==> config.mk <==
export PLATFORM = sky130hd
export DESIGN_NAME = irq_aggregator
export DESIGN_NICKNAME = d
export VERILOG_FILES = /design/src/rtl/irq_agg_pkg.sv /design/src/rtl/irq_agg_gate.sv /design/src/rtl/irq_agg_timer.sv /design/src/rtl/irq_aggregator.sv
export SDC_FILE = /design/constraint.sdc
export NUM_CORES = 1
export LEC_CHECK = 0
export CAP_MARGIN = 20
export CORE_MARGIN = 1
export CORE_UTILIZATION = 32
export DETAILED_ROUTE_END_ITERATION = 7
export PLACE_DENSITY = 0.5
export SLEW_MARGIN = 25
export SYNTH_ARGS = -nofsm -noshare
export SYNTH_HDL_FRONTEND = slang
export SYNTH_SLANG_ARGS = --single-unit
==> constraint.sdc <==
create_clock -name clk -period 3.16 [get_ports clk]
set_input_delay 0.632 -clock clk [delete_from_list [all_inputs] [get_ports clk]]
set_output_delay 0.632 -clock clk [all_outputs]
set_load 0.05 [all_outputs]
==> src/rtl/irq_agg_pkg.sv <==
package irq_agg_pkg;

    localparam int N_PERIPH  = 10;
    localparam int N_STAT    = N_PERIPH + 1;
    localparam int TIMER_BIT = N_PERIPH;
    localparam int CTRL_W    = 8;

    typedef enum logic [1:0] {
        A_CTRL  = 2'd0,
        A_STAT  = 2'd1,
        A_PRESC = 2'd2,
        A_TCNT  = 2'd3
    } reg_addr_e;

    // Control bit that enables a given status source.
    function automatic int grp_bit(input int src);
        if (src < 4)      return 2;
        else if (src < 7) return 3;
        else              return src - 3;
    endfunction

endpackage

==> src/rtl/irq_agg_gate.sv <==
module irq_agg_gate
    import irq_agg_pkg::*;
(
    input  logic [CTRL_W-1:0] ctrl,
    input  logic [N_STAT-1:0] status,
    output logic              pend_any
);

    logic [N_STAT-1:0] grp_en;

    for (genvar i = 0; i < N_STAT; i++) begin : g_src
        assign grp_en[i] = ctrl[grp_bit(i)];
    end

    assign pend_any = ctrl[0] & (|(status & grp_en));

endmodule

==> src/rtl/irq_agg_timer.sv <==
module irq_agg_timer #(
    parameter int PS_W   = 4,
    parameter int PS_MAX = 14,
    parameter int CNT_W  = 16
) (
    input  logic             clk,
    input  logic             rst_n,
    input  logic             restart,
    input  logic             run,
    input  logic [PS_W-1:0]  div_sel,
    input  logic [CNT_W-1:0] period,
    output logic             fire
);

    localparam int PRE_W = (PS_MAX < 1) ? 1 : PS_MAX;

    typedef struct packed {
        logic [PRE_W-1:0] pre;
        logic [CNT_W-1:0] ticks;
    } tmr_t;

    tmr_t tm_d, tm_q;
    logic [PRE_W-1:0] div_mask;
    logic             tick;

    always_comb begin
        div_mask = ~({PRE_W{1'b1}} << div_sel);
        tick     = run && ((tm_q.pre & div_mask) == div_mask);
        fire     = tick && (tm_q.ticks == period);
        tm_d     = tm_q;
        if (restart) begin
            tm_d = '0;
        end else if (run) begin
            tm_d.pre = tm_q.pre + 1'b1;
            if (tick) begin
                tm_d.ticks = fire ? '0 : tm_q.ticks + 1'b1;
            end
        end
    end

    always_ff @(posedge clk) begin
        if (!rst_n) tm_q <= '0;
        else        tm_q <= tm_d;
    end

endmodule

==> src/rtl/irq_aggregator.sv <==
module irq_aggregator
    import irq_agg_pkg::*;
#(
    parameter int DATA_W = 16,
    parameter int PS_W   = 4,
    parameter int PS_MAX = 14
) (
    input  logic                clk,
    input  logic                rst_n,
    input  logic                bus_sel,
    input  logic                bus_wr,
    input  logic [1:0]          bus_addr,
    input  logic [DATA_W-1:0]   bus_wdata,
    output logic [DATA_W-1:0]   bus_rdata,
    input  logic [N_PERIPH-1:0] src_req,
    output logic                irq_o
);

    localparam int CNT_W = DATA_W;

    typedef struct packed {
        logic [CTRL_W-1:0] ctrl;
        logic [N_STAT-1:0] status;
        logic              ps_en;
        logic [PS_W-1:0]   ps;
        logic [CNT_W-1:0]  tcnt;
        logic              any_prev;
        logic              irq;
    } state_t;

    state_t st_d, st_q;

    logic [CTRL_W-1:0] ctrl_q;
    logic [N_STAT-1:0] status_q;
    logic [PS_W-1:0]   ps_q;
    logic              pend_any;
    logic              tmr_fire;
    logic              wr_en;
    logic              presc_wr;
    reg_addr_e         addr;

    assign ctrl_q   = st_q.ctrl;
    assign status_q = st_q.status;
    assign ps_q     = st_q.ps;
    assign irq_o    = st_q.irq;
    assign addr     = reg_addr_e'(bus_addr);
    assign wr_en    = bus_sel & bus_wr;
    assign presc_wr = wr_en && (addr == A_PRESC);

    irq_agg_gate u_gate (
        .ctrl     (ctrl_q),
        .status   (status_q),
        .pend_any (pend_any)
    );

    irq_agg_timer #(
        .PS_W   (PS_W),
        .PS_MAX (PS_MAX),
        .CNT_W  (CNT_W)
    ) u_timer (
        .clk     (clk),
        .rst_n   (rst_n),
        .restart (presc_wr),
        .run     (st_q.ps_en),
        .div_sel (st_q.ps),
        .period  (st_q.tcnt),
        .fire    (tmr_fire)
    );

    always_comb begin
        st_d = st_q;
        if (wr_en) begin
            unique case (addr)
                A_CTRL:  st_d.ctrl   = bus_wdata[CTRL_W-1:0];
                A_STAT:  st_d.status = st_q.status & ~bus_wdata[N_STAT-1:0];
                A_PRESC: begin
                    st_d.ps_en = bus_wdata[PS_W];
                    st_d.ps    = (bus_wdata[PS_W-1:0] > PS_W'(PS_MAX))
                               ? PS_W'(PS_MAX) : bus_wdata[PS_W-1:0];
                end
                A_TCNT:  st_d.tcnt   = bus_wdata[CNT_W-1:0];
                default: ;
            endcase
        end
        st_d.status   = st_d.status | {tmr_fire, src_req};
        st_d.any_prev = pend_any;
        st_d.irq      = st_q.ctrl[1] ? (pend_any & ~st_q.any_prev) : pend_any;
    end

    always_ff @(posedge clk) begin
        if (!rst_n) st_q <= '0;
        else        st_q <= st_d;
    end

    always_comb begin
        bus_rdata = '0;
        unique case (addr)
            A_CTRL:  bus_rdata[CTRL_W-1:0] = st_q.ctrl;
            A_STAT:  bus_rdata[N_STAT-1:0] = st_q.status;
            A_PRESC: bus_rdata[PS_W:0]     = {st_q.ps_en, st_q.ps};
            A_TCNT:  bus_rdata[CNT_W-1:0]  = st_q.tcnt;
            default: ;
        endcase
    end

endmodule

* Word-level counts from Yosys, hierarchy flattened
Index checks and enable logic that the tools add are counted.
Widths: inputs -> output; s select.
** Storage, ports and cells
- Register bits :: 72
- Bits of input ports :: 32
- Word-level logic and storage cells :: 50
** Cells by class
- Eq/ne operators :: 5
- Add/subtract/negate cells :: 2
- Order comparisons :: 1
- Shift operators :: 1
- Multiplexer cells :: 11
- Reduce and logical (&&, ||, !) cells :: 10
- Bitwise gates (word level) :: 11
** Operators with widths (count)
- $mux 16 :: 2
- $mux 32 :: 1
- $and 11x11->11 :: 2
- $pmux 5 s4 :: 1
- $add 16x1->16 const B :: 1
- $eq 16x16->1 :: 1
- $add 14x1->14 const B :: 1
- $and 14x14->14 :: 1
- $eq 14x14->1 :: 1
- $not 14->14 :: 1
- $shl 14x4->14 const A :: 1
- $mux 11 :: 1
- $not 11->11 :: 1
- $or 11x11->11 :: 1
- $reduce_or 11->1 :: 1
- $mux 5 :: 2
- $pmux 3 s3 :: 1
- $reduce_and 2->1 :: 4
- $pmux 3 s2 :: 1
- $eq 2x2->1 const B :: 2
- $gt 4x4->1 const B :: 1
- $mux 4 :: 1
- $and 1x1->1 :: 3
- $logic_and 1x1->1 :: 3
- other kinds (5) :: 6

* Longest topological paths before layout
Gate-level depths: netlist of the first run.
- Word-level depth :: 7
- Depth in mapped cells :: 9
- Mapped depth without buffers :: 6

* By module
From an unflattened synthesis of the first run, not the netlist that was laid out.
** Unflattened totals
- Cell total of the unflattened synthesis :: 407
- Area, all modules :: 3684.8 sq um
** By module, submodules not included
- irq_aggregator :: cells each 195, instances 1, area each 1890.6 sq um
- irq_agg_timer :: cells each 206, instances 1, area each 1732.9 sq um
- irq_agg_gate :: cells each 6, instances 1, area each 61.3 sq um

* Worst setup path after synthesis of the first run
OpenSTA, ideal clock, no wires.
- Kind :: input -> output
- Start point :: in bus_addr[0]
- End point :: out bus_rdata[5]
- Data required time :: 2.528 ns
- Data arrival time :: 2.296 ns
- Path slack :: 0.232 ns
- Stages :: 3
- Cells stage by stage :: buf_1 -> mux2i_1 -> o21ai_0
** On the way
- Cells in the longest elaborated chain, start to end :: 2
- Elaborated cells between the ends (all ways) :: 4
- Those cells by class :: eq/ne: 2; mux: 1; reduce/logical: 1
** Ends and longest elaborated chain
- from (decl) :: line irq_aggregator.sv:12 : input logic [1:0] bus_addr,
- $eq 2x2->1, or another cell as far along :: line irq_aggregator.sv:97 : unique case (addr)
- $pmux 3 s3 * :: line irq_aggregator.sv:97
- to (decl) :: line irq_aggregator.sv:14 : output logic [DATA_W-1:0] bus_rdata,
Every way passes the cells marked *; elsewhere a longest branch is shown, timed or not.

* Worst setup path after layout of the first run
Ends and elaborated chain as after synthesis.

==> out/qor.yml, run 1 <==
yosys:
  syn_area_sq_mm: 0.003528
  synth-edff-count: 0
  yosys-top-cells-area: "dfxtp_1 (41%), nand2_1 (8.7%), xor2_1 (6.5%), a21boi_0 (6.2%), a21oi_1 (3.8%)"
  avgSynthCellArea_sq_um: 8.361
  yosysMostFrequentCell: "nand2_1"
  ys_warn_count: 0
  synth_top_flop_cell: "dfxtp_1"
  synthArstFlopShare: 0
  yosys-top-cells-count: "nand2_1 (82), dfxtp_1 (72), a21boi_0 (29), a21oi_1 (27), xor2_1 (26)"
  synth_nets: 456
  ys_seq_area_frac: 0.4085
  synth_area_leader_cell: "dfxtp_1"
  synth.ff_latch_count: 72
  synth_top_area_frac: 0.4085
  netlist_instances: 422
  synth.distinct_cells: 44
sta:
  post-route-period-util: 0.8929
  worst_clock_skew_ns: 0.009674
  tightest_slew_ns: 0.7593
  hold_violations: 0
  layout_min_cycle_time_ns: 2.822
  setup_tns_ns: 0
  finalSetupViolCount: 0
  rsz0062_at_grt: "no"
  slew_headroom: 0.4923
  fmax_mhz: 354.4
  final_max_slew_viol_count: 0
flow_run:
  cap_violations: 0
clocking:
  cts_buffers: 9
  post-cts-setup-buffer-count: 0
  cts.sinks: 72
  cts_tree: "yes"
  clockBufferDepth: 2
  worstSkewPairLatency_ns: 0.34
  clk_pin_slew_worst_paths_ns: 0.08
  cts.hold.buffers_added: 0
  clockRootBuffer: "clkbuf_8"
  cts_resized: 0
  htree_levels: 3
grt:
  gr-usage-met2: 0.2760
  grt_util_met3: 0.02310
  antenna_found_initial: 0
  grt.total_usage: 0.1755
  grt_overflow_total: 0
  met1_usage: 0.2430
  grt_max_degree: 38
  top_usage_layer: "met2"
  grt_pass1_vias: 3015
  grt_first_pass_wirelength_um: 15660
power:
  power_density_mw_per_mm2: 457.8
  p_leak_uw: 0.001673
  vdd_drop_max_v: 0.0002051
floorplan:
  start_util: 0.3358
  boundaryPins: 49
  die_h_um: 107.0
  die_area_sq_mm: 0.01145
  core-area_sq_mm: 0.01051
  num_rows: 37
  die_x_um: 107.0
route:
  drc: 0
  dr_total_vias: 3114
  vias_per_cell: 5.105
  drt-pass1-iter-count: 4
  antenna_left: 0
  wl_um: 9391
  route.detailed.wl_per_inst_um: 15.40
  drtIter0Drc: 142
cells_and_area:
  drive_gt1_frac: 0.1097
  nets: 503
  multi_input_area_sq_mm: 0.001973
  diodes: 0
  fin_cells: 610
  area_growth_pct: 28.05
  fillers: 1047
  ff_latch_area_sq_mm: 0.001441
  fin_area_sq_mm: 0.004518
place:
  gp_congestion: 0.7735
  post_dp_cell_area_sq_mm: 0.004264
  hpwl_um: 6856
  numPlacedInstances: 594
  io_buffers: 48
critical_path:
  cp_cell_sequence: "clkdlybuf4s50_1 -> buf_4 -> mux2i_1 -> o21ai_0 -> buf_12"
  worstPathBufferInverterCount: 3
  cp-start-kind: "input pin"
  setup.worst_path.end_class: "output port"
  cpMaxStageDelayCell: "clkdlybuf4s50_1"
  path_class: "in2out"
  crit_path_max_fanout: 8
  cpPeakStageDelay_ns: 0.75
  arrival_ns: 2.19
  crit_required_ns: 2.53
  crit_family: "buffers and inverters"
worst_hold_path:
  hold_path_class: "reg2reg"
outcome:
  status: "completed"
power breakdown:
group / internal [uW] / switching, uW
sequential: 924 / 20.1
combinational: 95.6 / 103
clock: 567 / 358
total: 1590 / 482
cell usage in the layout, fill, tap and decap left out, types with 11 or more instances in the layout:
cell,count
nand2_1,82
dfxtp_1,72
clkdlybuf4s50_1,32
a21boi_0,29
a21oi_1,27
xor2_1,26
o21ai_0,18
nor2_1,18
nand3_1,17
buf_4,16
and3_1,15
or3_1,14
nor2b_1,13
clkbuf_8,11
buf_12,11
kinds of logic (layout without fill, tap and decap cells):
group	Yosys count	after routing	synth area share
adder cells (fa/ha/maj)	2	2	0.007091
flip-flops	72	72	0.4085
XOR/XNOR	28	28	0.06950
multiplexers	13	13	0.05461
buffers and inverters	28	80	0.03227
AO/OA/AOI/OAI	93	93	0.1709
AND/OR/NAND/NOR	186	186	0.2571
state kept, by name, indices dropped and copies added, names as in the netlist:
name          cells
st_q             18
status_q         11
ctrl_q            8
irq_o             1
u_timer.tm_q     30
ps_q              4
layout make-up:
type | count | share of cell area
Clock buffer | 11 | 0.03351
Clock inverter | 5 | 0.02271
Inverter | 5 | 0.004154
Multi-Input combinational cell | 322 | 0.4367
Sequential cell | 72 | 0.3190
Tap cell | 136 | 0.03766
Timing Repair Buffer | 59 | 0.1462
final timing paths:
path,startpoint,endpoint,slack [ns],cells past startpoint
setup reg to reg,ps_q[2],u_timer.tm_q[11],0.96,7
hold / removal,st_q[1],irq_o,0.43,1
hold reg to reg,st_q[1],irq_o,0.43,1
setup / recovery,bus_addr[0],bus_rdata[5],0.34,5
stage by stage:
stage               worst slack (ns)  utilization  hold slack (ns)  power [uW]
floorplan                     0.2316            -           0.3955        1065
CTS                           0.3158       0.4299           0.4359        2091
finish                        0.3384       0.4299           0.4300        2068
detailed placement            0.3163       0.4058           0.4238        1165
global placement              0.3095       0.4058           0.4091        1164
global route                  0.2015       0.4299           0.4551        2161
worst register-to-register path, stage by stage, from the launching register on:
cell and delay, ns:
dfxtp_1 0.44, nor2_1 0.19, o221ai_1 0.16, nor4_2 0.31
nand3_1 0.11, buf_4 0.23, or4_1 0.53, a21oi_1 0.15
metal layers:
layer | vias up | wire length (um)
met3 | 9 | 282
li1 | 1578 | -
met4 | 0 | 123
met5 | - | 0
met1 | 1476 | 4712
met2 | 51 | 4272
(Power assumes the default switching activity.)
==> inputs of run 2 (changes only) <==
- CTS_CLUSTER_DIAMETER: unset -> 40
==> results of run 2 <==
The final DEF is identical to that of run 1; final timing and power are the same.
==> inputs of run 3 (changes only) <==
- ABC_AREA: unset -> 0
- clock period: 3.16 -> 2.7 ns (I/O delays scaled with it)
==> run 3 against run 2 <==
Compared with the run above: cell count rose by 0.33%; largest power group unchanged; via count grew 1.1%; hold slack worse by 0.0082 ns; clock power increased by 6.6%; design area about the same; global-route usage fell by 0.14 points; setup slack worse by 0.13 ns; combinational power is 19% higher; routed wire length up 0.33%; core utilization is essentially flat.
==> out/qor.yml, run 3 (synthesized netlist as in run 1, its figures left out) <==
outcome:
  status: "completed"
route:
  route.detailed.wl_per_inst_um: 15.40
  drt-pass1-iter-count: 4
  antenna_left: 0
  drc: 0
  dr_total_vias: 3147
  wl_um: 9422
  vias_per_cell: 5.142
  drtIter0Drc: 141
critical_path:
  crit_path_max_fanout: 25
  worstRegToRegCells: 7
  worstSetupEndpoint: "bus_rdata[3]"
  arrival_ns: 1.95
  cpPeakStageDelay_ns: 0.51
  crit_required_ns: 2.16
  cp-start-kind: "input pin"
  worst_r2r_endpoint: "u_timer.tm_q[9]"
  path_class: "in2out"
  rr_startpoint: "ps_q[2]"
  cpMaxStageDelayCell: "mux4_2"
  cp_cell_sequence: "clkdlybuf4s50_1 -> buf_12 -> mux4_2 -> buf_4"
  setup.worst_path.end_class: "output port"
  ff2ff_setup_slack_ns: 0.53
  critPathLaunch: "bus_addr[0]"
clocking:
  post-cts-setup-buffer-count: 0
  clockBufferDepth: 2
  cts_resized: 0
  clk_pin_slew_worst_paths_ns: 0.07
  htree_levels: 3
  worstSkewPairLatency_ns: 0.35
  cts.hold.buffers_added: 0
  cts_tree: "yes"
  clockRootBuffer: "clkbuf_8"
  cts_buffers: 9
  cts.sinks: 72
cells_and_area:
  nets: 505
  area_growth_pct: 28.16
  fin_util: 0.4303
  regMostFlops: "u_timer.tm_q"
  fin_area_sq_mm: 0.004522
  ff_latch_area_sq_mm: 0.001441
  drive_gt1_frac: 0.1134
  largest_reg_flops: 30
  final_common_cell: "nand2_1"
  layout_common_cells: "nand2_1 (82), dfxtp_1 (72), clkdlybuf4s50_1 (32)"
  multi_input_area_sq_mm: 0.001973
  fillers: 1049
  diodes: 0
floorplan:
  die_area_sq_mm: 0.01145
  boundaryPins: 49
  start_util: 0.3358
  core-area_sq_mm: 0.01051
  die_x_um: 107.0
  die_h_um: 107.0
  num_rows: 37
power:
  power_density_mw_per_mm2: 515.1
  vdd_drop_max_v: 0.0003974
  p_leak_uw: 0.001681
grt:
  top_usage_layer: "met2"
  grt_pass1_vias: 3070
  met1_usage: 0.2294
  grt_max_degree: 42
  antenna_found_initial: 0
  grt.total_usage: 0.1742
  grt_util_met3: 0.04316
  gr-usage-met2: 0.2811
  grt_overflow_total: 0
  grt_first_pass_wirelength_um: 15410
sta:
  setup_tns_ns: 0
  finalSetupViolCount: 0
  rsz0062_at_grt: "no"
  fmax_mhz: 401.1
  tightest_slew_ns: 0.4875
  fin_ws_ns: 0.2066
  layout_min_cycle_time_ns: 2.493
  slew_headroom: 0.6740
  final_max_slew_viol_count: 0
  worst_clock_skew_ns: 0.008850
  hold_violations: 0
  post-route-period-util: 0.9235
place:
  gp_congestion: 0.7911
  hpwl_um: 6746
  post_dp_cell_area_sq_mm: 0.004292
  io_buffers: 48
  place_ws_ns: 0.2015
flow_run:
  cap_violations: 0
worst_hold_path:
  hold_path_class: "reg2reg"
[run 3: layout make-up]
class	instances	area share
Multi-Input combinational cell	322	0.4364
Clock buffer	11	0.03348
Tap cell	136	0.03763
Clock inverter	5	0.01743
Inverter	5	0.004151
Sequential cell	72	0.3188
Timing Repair Buffer	61	0.1522
[run 3: worst max-delay path, delay by kind of cell]
family | cells | cell delay (ns)
buffers and inverters | 3 | 0.88
multiplexers | 1 | 0.51
[run 3: power breakdown]
group	switching [uW]	internal, uW
clock	417	569
combinational	122	115
sequential	23.5	1080
total	562	1770
[run 3: worst min-delay path by stage]
| stage | slack (ns) | startpoint | cells after the start | endpoint |
|---|---|---|---|---|
| 3_5_place_dp | 0.42 | st_q[1] | 1 | irq_o |
| 6_report | 0.42 | st_q[1] | 1 | irq_o |
| 5_1_grt | 0.45 | st_q[1] | 1 | irq_o |
| 3_3_place_gp | 0.41 | st_q[1] | 1 | irq_o |
| 2_1_floorplan | 0.40 | st_q[1] | 1 | irq_o |
| 4_1_cts | 0.42 | st_q[1] | 1 | irq_o |
[run 3: metal layers]
layer	wire length [um]	up-vias
li1	-	1584
met1	4551	1499
met2	4458	54
met3	335	10
met4	77	0
met5	0	-
[run 3: per-stage QoR]
| step | power, uW | hold slack, ns | cells |
|---|---|---|---|
| 6_report | 2329 | 0.4217 | 612 |
| 5_1_grt | 2424 | 0.4450 | 612 |
| 4_1_cts | 2359 | 0.4215 | 612 |
| 3_5_place_dp | 1367 | 0.4187 | 596 |
| 3_3_place_gp | 1366 | 0.4089 | 596 |
| 2_1_floorplan | 1247 | 0.3955 | 422 |
